### src/rtl/pcm_rx_pkg.sv
package pcm_rx_pkg;
    // Rate mode encoding on var_mode
    typedef enum logic {
        RX_FIXED = 1'b0,
        RX_VAR   = 1'b1
    } rx_mode_e;

    // Frame-sync pulse width (in data-clock periods) that marks signaling
    localparam int unsigned SIG_PULSE_W = 2;
endpackage

### src/rtl/pcm_rx_edge.sv
module pcm_rx_edge
    import pcm_rx_pkg::*;
(
    input  logic clk,
    input  logic rst_n,
    input  logic var_mode,
    input  logic fix_clk,
    input  logic var_clk,
    output logic bit_fall
);
    typedef struct packed {
        logic fix_prev;
        logic var_prev;
    } edge_st_t;

    edge_st_t st_d, st_q;

    always_comb begin
        st_d          = st_q;
        st_d.fix_prev = fix_clk;
        st_d.var_prev = var_clk;
        if (rx_mode_e'(var_mode) == RX_VAR) begin
            bit_fall = st_q.var_prev & ~var_clk;
        end else begin
            bit_fall = st_q.fix_prev & ~fix_clk;
        end
    end

    always_ff @(posedge clk or negedge rst_n) begin
        if (!rst_n) begin
            st_q <= '0;
        end else begin
            st_q <= st_d;
        end
    end
endmodule

### src/rtl/pcm_rx_shift.sv
module pcm_rx_shift
    import pcm_rx_pkg::*;
#(
    parameter int unsigned WORD_W = 8
) (
    input  logic              clk,
    input  logic              rst_n,
    input  logic              var_mode,
    input  logic              bit_fall,
    input  logic              fsync,
    input  logic              sdata,
    output logic [WORD_W-1:0] word,
    output logic              valid,
    output logic              word_sig,
    output logic              sig_bit
);
    localparam int unsigned CNT_W = $clog2(WORD_W + 1);
    localparam int unsigned PW_W  = $clog2(SIG_PULSE_W + 1);

    typedef struct packed {
        logic              active;
        logic [CNT_W-1:0]  cnt;
        logic [WORD_W-1:0] sh;
        logic [PW_W-1:0]   pw;
        logic              pw_open;
        logic [WORD_W-1:0] word;
        logic              valid;
        logic              wsig;
        logic              sig;
    } shift_st_t;

    shift_st_t         st_d, st_q;
    logic [WORD_W-1:0] nxt_sh;
    logic              last_bit;
    logic [PW_W-1:0]   pw_nxt;

    always_comb begin
        st_d       = st_q;
        st_d.valid = 1'b0;
        nxt_sh     = {st_q.sh[WORD_W-2:0], sdata};
        last_bit   = (st_q.cnt == CNT_W'(WORD_W - 1));
        pw_nxt     = st_q.pw;

        if (rx_mode_e'(var_mode) == RX_VAR) begin
            // Timeslot-enable behaviour
            if (st_q.active && !fsync) begin
                st_d.active = 1'b0;
                st_d.cnt    = '0;
            end else if (bit_fall && fsync) begin
                st_d.sh = nxt_sh;
                if (last_bit) begin
                    st_d.word   = nxt_sh;
                    st_d.valid  = 1'b1;
                    st_d.wsig   = 1'b0;
                    st_d.active = 1'b0;
                    st_d.cnt    = '0;
                end else begin
                    st_d.active = 1'b1;
                    st_d.cnt    = st_q.cnt + CNT_W'(1);
                end
            end
        end else begin
            // Fixed-rate: sync pulse starts the word and sets its class
            if (bit_fall && (st_q.active || fsync)) begin
                st_d.sh = nxt_sh;
                if (!st_q.active) begin
                    st_d.active  = 1'b1;
                    st_d.cnt     = CNT_W'(1);
                    st_d.pw      = PW_W'(1);
                    st_d.pw_open = 1'b1;
                end else begin
                    if (st_q.pw_open) begin
                        if (fsync) begin
                            if (st_q.pw != PW_W'(SIG_PULSE_W)) begin
                                pw_nxt = st_q.pw + PW_W'(1);
                            end
                        end else begin
                            st_d.pw_open = 1'b0;
                        end
                    end
                    st_d.pw = pw_nxt;
                    if (last_bit) begin
                        st_d.word    = nxt_sh;
                        st_d.valid   = 1'b1;
                        st_d.wsig    = (pw_nxt >= PW_W'(SIG_PULSE_W));
                        if (pw_nxt >= PW_W'(SIG_PULSE_W)) begin
                            st_d.sig = nxt_sh[0];
                        end
                        st_d.active  = 1'b0;
                        st_d.cnt     = '0;
                        st_d.pw_open = 1'b0;
                    end else begin
                        st_d.cnt = st_q.cnt + CNT_W'(1);
                    end
                end
            end
        end
    end

    always_ff @(posedge clk or negedge rst_n) begin
        if (!rst_n) begin
            st_q <= '0;
        end else begin
            st_q <= st_d;
        end
    end

    assign word     = st_q.word;
    assign valid    = st_q.valid;
    assign word_sig = st_q.wsig;
    assign sig_bit  = st_q.sig;
endmodule

### src/rtl/pcm_rx_standby.sv
module pcm_rx_standby #(
    parameter int unsigned DIV_W       = 16,
    parameter int unsigned STBY_FRAMES = 240
) (
    input  logic             clk,
    input  logic             rst_n,
    input  logic             fsync,
    input  logic [DIV_W-1:0] frame_div,
    output logic             standby
);
    localparam int unsigned FRM_W = $clog2(STBY_FRAMES + 1);

    typedef struct packed {
        logic [DIV_W-1:0] div;
        logic [FRM_W-1:0] frm;
        logic             stby;
    } stby_st_t;

    stby_st_t st_d, st_q;
    logic     tick;

    always_comb begin
        st_d = st_q;
        tick = (({1'b0, st_q.div} + {{DIV_W{1'b0}}, 1'b1}) >= {1'b0, frame_div});
        if (fsync) begin
            st_d.div  = '0;
            st_d.frm  = '0;
            st_d.stby = 1'b0;
        end else if (tick) begin
            st_d.div = '0;
            if (!st_q.stby) begin
                if (st_q.frm == FRM_W'(STBY_FRAMES - 1)) begin
                    st_d.stby = 1'b1;
                end else begin
                    st_d.frm = st_q.frm + FRM_W'(1);
                end
            end
        end else begin
            st_d.div = st_q.div + DIV_W'(1);
        end
    end

    always_ff @(posedge clk or negedge rst_n) begin
        if (!rst_n) begin
            st_q <= '0;
        end else begin
            st_q <= st_d;
        end
    end

    assign standby = st_q.stby;
endmodule

### src/rtl/pcm_rx_port.sv
module pcm_rx_port #(
    parameter int unsigned WORD_W      = 8,
    parameter int unsigned DIV_W       = 16,
    parameter int unsigned STBY_FRAMES = 240
) (
    input  logic              clk,
    input  logic              rst_n,
    input  logic              var_mode,
    input  logic              fix_clk,
    input  logic              var_clk,
    input  logic              fsync,
    input  logic              sdata,
    input  logic [DIV_W-1:0]  frame_div,
    output logic [WORD_W-1:0] pcm_word,
    output logic              word_valid,
    output logic              word_sig,
    output logic              sig_out,
    output logic              standby
);
    logic bit_fall;

    pcm_rx_edge u_edge (
        .clk      (clk),
        .rst_n    (rst_n),
        .var_mode (var_mode),
        .fix_clk  (fix_clk),
        .var_clk  (var_clk),
        .bit_fall (bit_fall)
    );

    pcm_rx_shift #(.WORD_W(WORD_W)) u_shift (
        .clk      (clk),
        .rst_n    (rst_n),
        .var_mode (var_mode),
        .bit_fall (bit_fall),
        .fsync    (fsync),
        .sdata    (sdata),
        .word     (pcm_word),
        .valid    (word_valid),
        .word_sig (word_sig),
        .sig_bit  (sig_out)
    );

    pcm_rx_standby #(.DIV_W(DIV_W), .STBY_FRAMES(STBY_FRAMES)) u_stby (
        .clk       (clk),
        .rst_n     (rst_n),
        .fsync     (fsync),
        .frame_div (frame_div),
        .standby   (standby)
    );
endmodule

### config.mk
export PLATFORM = sky130hd
export DESIGN_NAME = pcm_rx_port
export DESIGN_NICKNAME = d
export VERILOG_FILES = /design/src/rtl/pcm_rx_pkg.sv /design/src/rtl/pcm_rx_edge.sv /design/src/rtl/pcm_rx_shift.sv /design/src/rtl/pcm_rx_standby.sv /design/src/rtl/pcm_rx_port.sv
export SDC_FILE = /design/constraint.sdc
export NUM_CORES = 1
export LEC_CHECK = 0
export ABC_CLOCK_PERIOD_IN_PS = 7700
export BUFFER_PORTS_ARGS = -buffer_cell sky130_fd_sc_hd__buf_2
export CAP_MARGIN = 10
export CORE_ASPECT_RATIO = 0.7
export CORE_MARGIN = 1
export CORE_UTILIZATION = 35
export CTS_CLUSTER_SIZE = 14
export DETAILED_ROUTE_END_ITERATION = 10
export GPL_TIMING_DRIVEN = 0
export PLACE_DENSITY_LB_ADDON = 0.25
export SYNTH_ARGS = -nofsm -noshare
export SYNTH_HDL_FRONTEND = slang
export SYNTH_SLANG_ARGS = --single-unit
### constraint.sdc
create_clock -name clk -period 7.7 [get_ports clk]
set_clock_uncertainty 0.1 [all_clocks]
set_input_delay 0.77 -clock clk [delete_from_list [all_inputs] [get_ports clk]]
set_output_delay 0.77 -clock clk [all_outputs]
set_load 0.005 [all_outputs]
Word-level counts from Yosys, hierarchy flattened
Index checks and enable logic that the tools add are counted.
{"block": "classes", "n_addsub": 5, "order_cmp": 2, "eq_ne": 8, "n_mux": 32, "bitwise": 5, "reduce_logical": 14}
{"op": "$mux W10", "n": 4}
{"op": "$mux W27", "n": 1}
{"op": "$mux W13", "n": 2}
{"op": "$mux W25", "n": 1}
{"op": "$mux W9", "n": 2}
{"op": "$add A16 B1 Y17 const B", "n": 1}
{"op": "$ge A17 B16 Y1", "n": 1}
{"op": "$add A16 B1 Y16 const B", "n": 1}
{"op": "$mux W16", "n": 1}
{"op": "$mux W8", "n": 2}
{"op": "$mux W5", "n": 3}
{"op": "$mux W12", "n": 1}
{"op": "$mux W2", "n": 6}
{"op": "$mux W11", "n": 1}
{"op": "$reduce_and A5 Y1", "n": 2}
{"op": "$add A8 B1 Y8 const B", "n": 1}
{"op": "$eq A8 B8 Y1 const B", "n": 1}
{"op": "$ne A2 B2 Y1 const B", "n": 4}
{"op": "$mux W1", "n": 6}
{"op": "$reduce_and A3 Y1", "n": 2}
{"op": "$reduce_bool A2 Y1", "n": 3}
{"op": "$add A4 B1 Y4 const B", "n": 1}
{"op": "$eq A4 B3 Y1 const B", "n": 1}
{"op": "$mux W4", "n": 1}
{"op": "other kinds (11)", "n": 17}
{"block": "word_totals", "ff_bits": 53, "inputBits": 23, "out_inout_bits": 12, "elab_cells": 80}

Longest topological paths before layout
Gate-level depths: netlist of run 1.
{"block": "logic_depth", "depth_word": 13, "depth_mapped": 13, "ltp_nobuf": 12}

Cells and area by module
A second synthesis of run 1 with hierarchy kept.
{"block": "unflattened", "cells_unflattened": 305, "area_unflattened_um2": 3129.3}
{"module": "pcm_rx_standby", "instances": 1, "cells_each": 194, "area_each_um2": 1780.5, "seq_area_each_um2": 625.6}
{"module": "pcm_rx_shift", "instances": 1, "cells_each": 106, "area_each_um2": 1275.0, "seq_area_each_um2": 650.6}
{"module": "pcm_rx_edge", "instances": 1, "cells_each": 5, "area_each_um2": 73.8, "seq_area_each_um2": 50.0}

Least setup slack after synthesis of run 1
Ideal clock, no wire load.
{"block": "synth_timing", "path_type": "register to register", "startpoint": "reg u_stby.st_q[11] (netlist name)", "endpoint": "reg u_stby.st_q (netlist bit u_stby.standby)", "setup_time_ns": 0.125, "t_arrival_ns": 2.860, "required_ns": 7.475, "path_slack_ns": 4.615, "path_stages_with_launch": 13, "n_path_buf": 0, "period_less_slack_ns": 3.085, "cell_sequence": "dfrtp_1 > and4_4 > nand4_1 > nor2_1 > and4_1 > xor2_1 > ha_1 > nand3_1 > nor2_1 > a311oi_1 > o21ai_2 > a211o_4 > mux2_4"}
{"block": "synth_between", "elab_chain_cells": 3}
{"element": "from (decl)", "line": "pcm_rx_standby.sv:19", "source": "stby_st_t st_d, st_q;"}
{"element": "from (signal assigned)", "line": "pcm_rx_standby.sv:47", "source": "st_q <= st_d;"}
{"element": "$add A16 B1 Y17", "line": "pcm_rx_standby.sv:24", "source": "tick = (({1'b0, st_q.div} + {{DIV_W{1'b0}}, 1'b1}) >= {1'b0, frame_div});"}
{"element": "$ge A17 B16 Y1", "line": "pcm_rx_standby.sv:24"}
{"element": "$reduce_bool A2 Y1 (no source line)"}
No other way between the ends.
A chain may end at the register's enable or synchronous reset.

Worst setup path after layout of run 1
{"block": "layout_timing", "startpoint": "reg u_stby.st_q[11] (netlist name)", "endpoint": "reg u_stby.st_q[1] (netlist name)"}
{"block": "layout_between", "elab_chain_cells": 4}
{"element": "$add A16 B1 Y17", "line": "pcm_rx_standby.sv:24"}
{"element": "$ge A17 B16 Y1", "line": "pcm_rx_standby.sv:24"}
{"element": "$reduce_bool A2 Y1 (no source line)"}
{"element": "$reduce_and A3 Y1 (no source line)"}
No other way between the ends.

==> flow_summary.ini, run 1 <==
[global_routing]
track_usage = 0.1374
use_met1 = 0.2159
use_met2 = 0.1830
busiest_layer = met1
grt_overflow = 0
grt_util_met3 = 0.02761
antenna_found_initial = 0
first_global_vias = 2013
grt_start_max_net_pins = 54
grt_pass1_wl_mm = 9.908

[layout]
syn2layout_area_growth_pct = 15.79
final_nets = 394
final_cell_count_no_fill = 472
nFillCells = 841
final_cell_mix = dfrtp_1, buf_2, inv_1, nand2_1, ha_1
diodes = 0
drive_gt1_frac = 0.2500
mostFrequentLayoutCell = dfrtp_1

[synthesis]
syn_inst = 309
ys_seq_elements = 53
synth_cell_types = 52
synthFlopType = dfrtp_1
yosysWarnings = 0
syn_nets = 352
synth_edf_count = 0
seq_area_frac_synth = 0.4259
synthArstFlopShare = 1.000
synthesis.area_um2 = 3114
syn_avg_cell_area_um2 = 10.08

[floorplan]
core_area_um2 = 8548
io_pins = 35
die_area_um2 = 9285
start_util = 0.3643
dieWidth_um = 114.7
placementRows = 28
dieHeight_um = 80.92

[clock_tree]
clkTransAtPathRegs_ns = 0.08
numCtsBuffers = 5
cts_max_level = 2
clock_sinks = 53
holdBufCountCts = 0
clk_latency_ns = 0.29
cts_resized = 0
post_cts.repair.setup_buffers = 0
cts_tree = built
cts_buffer_depth = 2
cts_root_buffer = clkbuf_16

[setup_path]
worst_setup_path_end_kind = flop
r2r_start = u_stby.st_q[11]
crit_fanout = 8
start_kind = flop
r2r_end = u_stby.st_q[1]
ff2ff_setup_slack_ns = 4.20
required_ns = 7.79
rr_worst_depth = 12
worstPathArrival_ns = 3.58
path_class = reg -> reg

[pwr]
total_power_mw = 0.6716
powerDensity_nw_per_um2 = 186.3
p_leak_nw = 1.785
vdd_drop_max_v = 0.00009624

[routing]
viasPerCell = 4.706
drt_iter0_markers = 104
drc = 0
vias = 2221
ant_nets = 0
wl_per_cell_um = 12.39
dr.pass1.iters = 4
wl_mm = 5.846

[sta]
post-route-period-util = 0.4540
finalHoldViolCount = 0
slew_viol_final = 0
worst_pin_slew_ns = 0.4907
slew_headroom = 0.6725
post-route-min-period_ns = 3.496
rsz0062_at_grt = false
max_freq_mhz = 286.0
setup_tns_ns = 0
setup_viol = 0

[place]
io_buffers = 34
place_inst = 463
post-dp-hpwl_mm = 4.244
gp_congestion = 0.7916

[run_status]
status = complete, no violations

[min_path]
min_path_type = in -> async

[flow_run]
drv_cap = 0
==> layer usage <==
layer / up-vias / part of all wire
li1: 1167 / -
met1: 1010 / 0.57
met2: 37 / 0.39
met3: 7 / 0.034
met4: 0 / 0.014
met5: - / 0
==> power breakdown <==
part	internal, mW	switching [mW]
logic	0.0519	0.0509
registers	0.311	0.0236
clock network	0.123	0.111
total	0.486	0.186
==> registers in the layout (all words and copies together) (netlist names) <==
| signal | cells |
|---|---|
| u_edge.st_q | 2 |
| u_shift.nxt_sh | 7 |
| u_shift.sig_bit | 1 |
| u_shift.st_q | 8 |
| u_shift.valid | 1 |
| u_shift.word | 8 |
| u_shift.word_sig | 1 |
| u_stby.st_q | 24 |
| u_stby.standby | 1 |
==> critical path, cell delays in order, from the launching register on <==
cell and delay, ns:
dfrtp_1 0.43, and4_4 0.30, nand4_1 0.22, nor2_1 0.20
and4_1 0.23, xor2_1 0.19, ha_1 0.30, nand3_1 0.13
nor2_1 0.05, a311oi_1 0.32, o21ai_2 0.21, o21ai_4 0.33
mux2_2 0.37
==> final cells by class <==
class / instances / area, um^2 / share of cell area
multi-input cells: 217 / 1604 / 0.4448
well taps: 120 / 150.1 / 0.04164
flip-flops and latches: 53 / 1326 / 0.3678
repair buffers: 35 / 190.2 / 0.05274
clock inverters: 3 / 26.28 / 0.007287
inverters: 27 / 101.3 / 0.02811
plain buffers: 12 / 82.58 / 0.02290
clock buffers: 5 / 125.1 / 0.03470
==> worst max path at each step <==
| stage | cells past startpoint | from | end | slack [ns] |
|---|---|---|---|---|
| final | 12 | u_stby.st_q[11] | u_stby.st_q[1] | 4.20 |
| after global routing | 12 | u_stby.st_q[11] | u_stby.st_q[1] | 3.98 |
| after CTS | 12 | u_stby.st_q[11] | u_stby.st_q[1] | 4.20 |
| after detailed placement | 12 | u_stby.st_q[11] | u_stby.st_q[1] | 4.21 |
| after global placement | 12 | u_stby.st_q[11] | u_stby.st_q[1] | 4.24 |
| after floorplan | 12 | u_stby.st_q[11] | u_stby.standby | 4.61 |
==> synth_stat cells, drive strengths merged (2+ instances only) <==
| cell | n | area share |
|---|---|---|
| nand3b | 3 | 0.0072 |
| a211oi | 2 | 0.0064 |
| clkbuf | 3 | 0.0036 |
| and2 | 3 | 0.0060 |
| o21a | 2 | 0.0052 |
| nor2 | 19 | 0.024 |
| or3 | 5 | 0.010 |
| xor2 | 5 | 0.014 |
| or2 | 5 | 0.010 |
| mux2 | 19 | 0.070 |
| a21oi | 10 | 0.016 |
| nand2b | 2 | 0.0040 |
| xnor2 | 9 | 0.025 |
| and2b | 4 | 0.0096 |
| o211ai | 6 | 0.014 |
| o2bb2ai | 6 | 0.017 |
| nand3 | 9 | 0.014 |
| nor2b | 11 | 0.022 |
| mux2i | 2 | 0.0064 |
| buf | 9 | 0.023 |
| and4 | 3 | 0.0092 |
| and3 | 2 | 0.0040 |
| nand2 | 26 | 0.031 |
| nor3 | 4 | 0.0080 |
| inv | 27 | 0.033 |
| nand4 | 6 | 0.017 |
| dfrtp | 53 | 0.43 |
| o21ai | 22 | 0.041 |
| ha | 20 | 0.080 |
==> logic make-up after synthesis <==
group | after synthesis | share of synthesized area
AOI/OAI and AO/OA | 56 | 0.1318
xor gates and xnor gates | 14 | 0.03937
adders and majority gates | 20 | 0.08035
buffers and inverters | 39 | 0.05906
DFF | 53 | 0.4259
muxes | 21 | 0.07633
and+or+nand+nor | 106 | 0.1872
==> per-stage QoR <==
| stage | util | cell area, um^2 | setup WS (ns) | hold slack (ns) |
|---|---|---|---|---|
| after floorplan | - | 3114 | 4.615 | 0.3613 |
| after global placement | 0.4018 | 3435 | 4.242 | 0.3890 |
| after detailed placement | 0.4018 | 3435 | 4.213 | 0.3906 |
| after CTS | 0.4195 | 3586 | 4.196 | 0.4077 |
| after global routing | 0.4218 | 3606 | 3.985 | 0.3040 |
| final | 0.4218 | 3606 | 4.204 | 0.2900 |
(Power assumes the default switching activity.)
==> run 2, diff against run 1 <==
--- a/config.mk
+++ b/config.mk
@@ -5,7 +5,7 @@
 export SDC_FILE = /design/constraint.sdc
 export NUM_CORES = 1
 export LEC_CHECK = 0
-export ABC_CLOCK_PERIOD_IN_PS = 7700
+export ABC_CLOCK_PERIOD_IN_PS = 2800
 export BUFFER_PORTS_ARGS = -buffer_cell sky130_fd_sc_hd__buf_2
 export CAP_MARGIN = 10
 export CORE_ASPECT_RATIO = 0.7
==> constraint.sdc (replaced) <==
create_clock -name clk -period 2.8 [get_ports clk]
set_clock_uncertainty 0.1 [all_clocks]
set_input_delay 0.28 -clock clk [delete_from_list [all_inputs] [get_ports clk]]
set_output_delay 0.28 -clock clk [all_outputs]
set_load 0.005 [all_outputs]
==> run 2 against run 1 <==
Die area did not move; combinational power grew to 3.0 times the previous value; setup slack got worse by 4.4 ns; largest cell class unchanged; global-route usage grew 1.3 points; critical path depth shrank 1; highest routed layer unchanged; the flow now finishes with violations (setup timing); clock power increased to 2.8 times the previous value; power rose to 2.8 times the previous value; sequential cell count unchanged; largest power group unchanged; sequential power grew to 2.8 times the previous value; routed wire length is 10% higher; cell area up 7.3%.
==> flow_summary.ini, run 2 (synthesis gave the netlist of run 1 again) <==
[global_routing]
antenna_found_initial = 0
grt_overflow = 0
track_usage = 0.1500
first_global_vias = 2188
grt_start_max_net_pins = 54
grt_pass1_wl_mm = 10.67

[setup_path]
crit_family = compound AO/OA/AOI/OAI gates
crit_chain = and4_4 -> nand4_1 -> buf_4 -> xnor2_2 -> ha_1 -> a211oi_2 -> nor2_1 -> a2111oi_4 -> nor3_2 -> a211o_4 -> mux2_4
cp.buffers_inverters = 1
rr_worst_depth = 11
crit_end = u_stby.standby
path_class = reg -> reg
crit_fanout = 5
crit_path_start = u_stby.st_q[13]
slowest_delay_ns = 0.38
r2r_end = u_stby.standby
r2r_start = u_stby.st_q[13]
required_ns = 2.89
path_depth = 11
ff2ff_setup_slack_ns = -0.22
cpMaxStageDelayCell = dfrtp_1
worstPathArrival_ns = 3.11
start_kind = flop
worst_setup_path_end_kind = flop

[sta]
slew_viol_final = 0
post-route-min-period_ns = 3.022
slew_headroom = 0.6196
timing.final.ws_setup_ns = -0.2219
fin_hold_ws_ns = 0.02334
setup_viol = 25
max_freq_mhz = 330.9
rsz0062_at_grt = true
finalHoldViolCount = 0
post-route-period-util = 1.079
setup_tns_ns = -3.625
worst_pin_slew_ns = 0.5705

[place]
place_inst = 463
gp_congestion = 0.7625
post-dp-hpwl_mm = 4.415
pre_cts_ws_ns = -0.5690
io_buffers = 34
placed_area_um2 = 3443

[routing]
drt_iter0_markers = 105
wl_per_cell_um = 13.05
viasPerCell = 4.787
wl_mm = 6.434
vias = 2360
dr.pass1.iters = 4
ant_nets = 0
drc = 0

[floorplan]
dieWidth_um = 114.7
core_area_um2 = 8548
io_pins = 35
die_area_um2 = 9285
start_util = 0.3643
placementRows = 28
dieHeight_um = 80.92

[layout]
largest_register_ffs = 24
utilization = 0.4527
drive_gt1_frac = 0.3378
final_cell_mix = dfrtp_1, buf_2, nand2_1, inv_1, buf_4
diodes = 0
mostFrequentLayoutCell = dfrtp_1
final_cell_count_no_fill = 493
finalInstanceArea_um2 = 3870
top_register = u_stby.st_q
final_nets = 415
syn2layout_area_growth_pct = 24.27

[clock_tree]
clock_sinks = 53
cts_max_level = 2
clk_latency_ns = 0.30
numCtsBuffers = 5
clkTransAtPathRegs_ns = 0.08
cts_root_buffer = clkbuf_16
cts_tree = built
cts_buffer_depth = 2

[run_status]
violations = setup timing
status = finished, violations left

[flow_run]
drv_cap = 0

[pwr]
p_leak_nw = 1.935
total_power_mw = 1.880
vdd_drop_max_v = 0.0002749
powerDensity_nw_per_um2 = 485.9

[min_path]
min_path_type = in -> reg
run 2: changes by cell type in the layout (fill, tap and decap cells not counted), sizes merged:
cell | previous run | this run
clkinvlp | 2 | 1
buf | 44 | 63
dlygate4sd3 | 0 | 2
inv | 28 | 29
run 2: layout make-up:
cell class	instances	area [um^2]
fillers	836	4678
multi-input cells	217	1685
flip-flops and latches	53	1328
repair buffers	56	369.1
well taps	120	150.1
clock buffers	5	125.1
inverters	27	101.3
plain buffers	12	86.33
clock inverters	3	25.02
run 2: routing by layer:
| layer | share of wire | global-route usage | up-vias |
|---|---|---|---|
| met5 | 0 | 0 | - |
| met4 | 0.015 | 0.05844 | 0 |
| met3 | 0.024 | 0.02687 | 7 |
| met2 | 0.44 | 0.2230 | 37 |
| met1 | 0.52 | 0.2166 | 1120 |
| li1 | - | - | 1196 |
run 2: repair_timing:
action	CTS	global route
setup buffers	15	4
setup endpoints to repair	25	25
endpoints found under the hold margin	1	23
gates resized for setup	13	9
pin swaps	9	3
hold buffers	1	1
run 2: where the power goes:
group	leakage, nW	internal [mW]	total, mW	switching (mW)
Combinational	1.17	0.162	0.311	0.150
Clock	0.0708	0.339	0.649	0.310
Sequential	0.698	0.855	0.920	0.0656
Total	1.94	1.36	1.88	0.525
run 2: how the worst min path moves through the flow:
| stage | slack (ns) | from | to | cells after the start |
|---|---|---|---|---|
| after floorplan | -0.12 | rst_n | u_edge.st_q[0] | 0 |
| after global placement | 0.30 | var_clk | u_edge.st_q[0] | 1 |
| after detailed placement | 0.30 | var_clk | u_edge.st_q[0] | 1 |
| after CTS | 0.02 | fix_clk | u_edge.st_q[1] | 1 |
| after global routing | 0.03 | fix_clk | u_edge.st_q[1] | 1 |
| final | 0.02 | fix_clk | u_edge.st_q[1] | 1 |
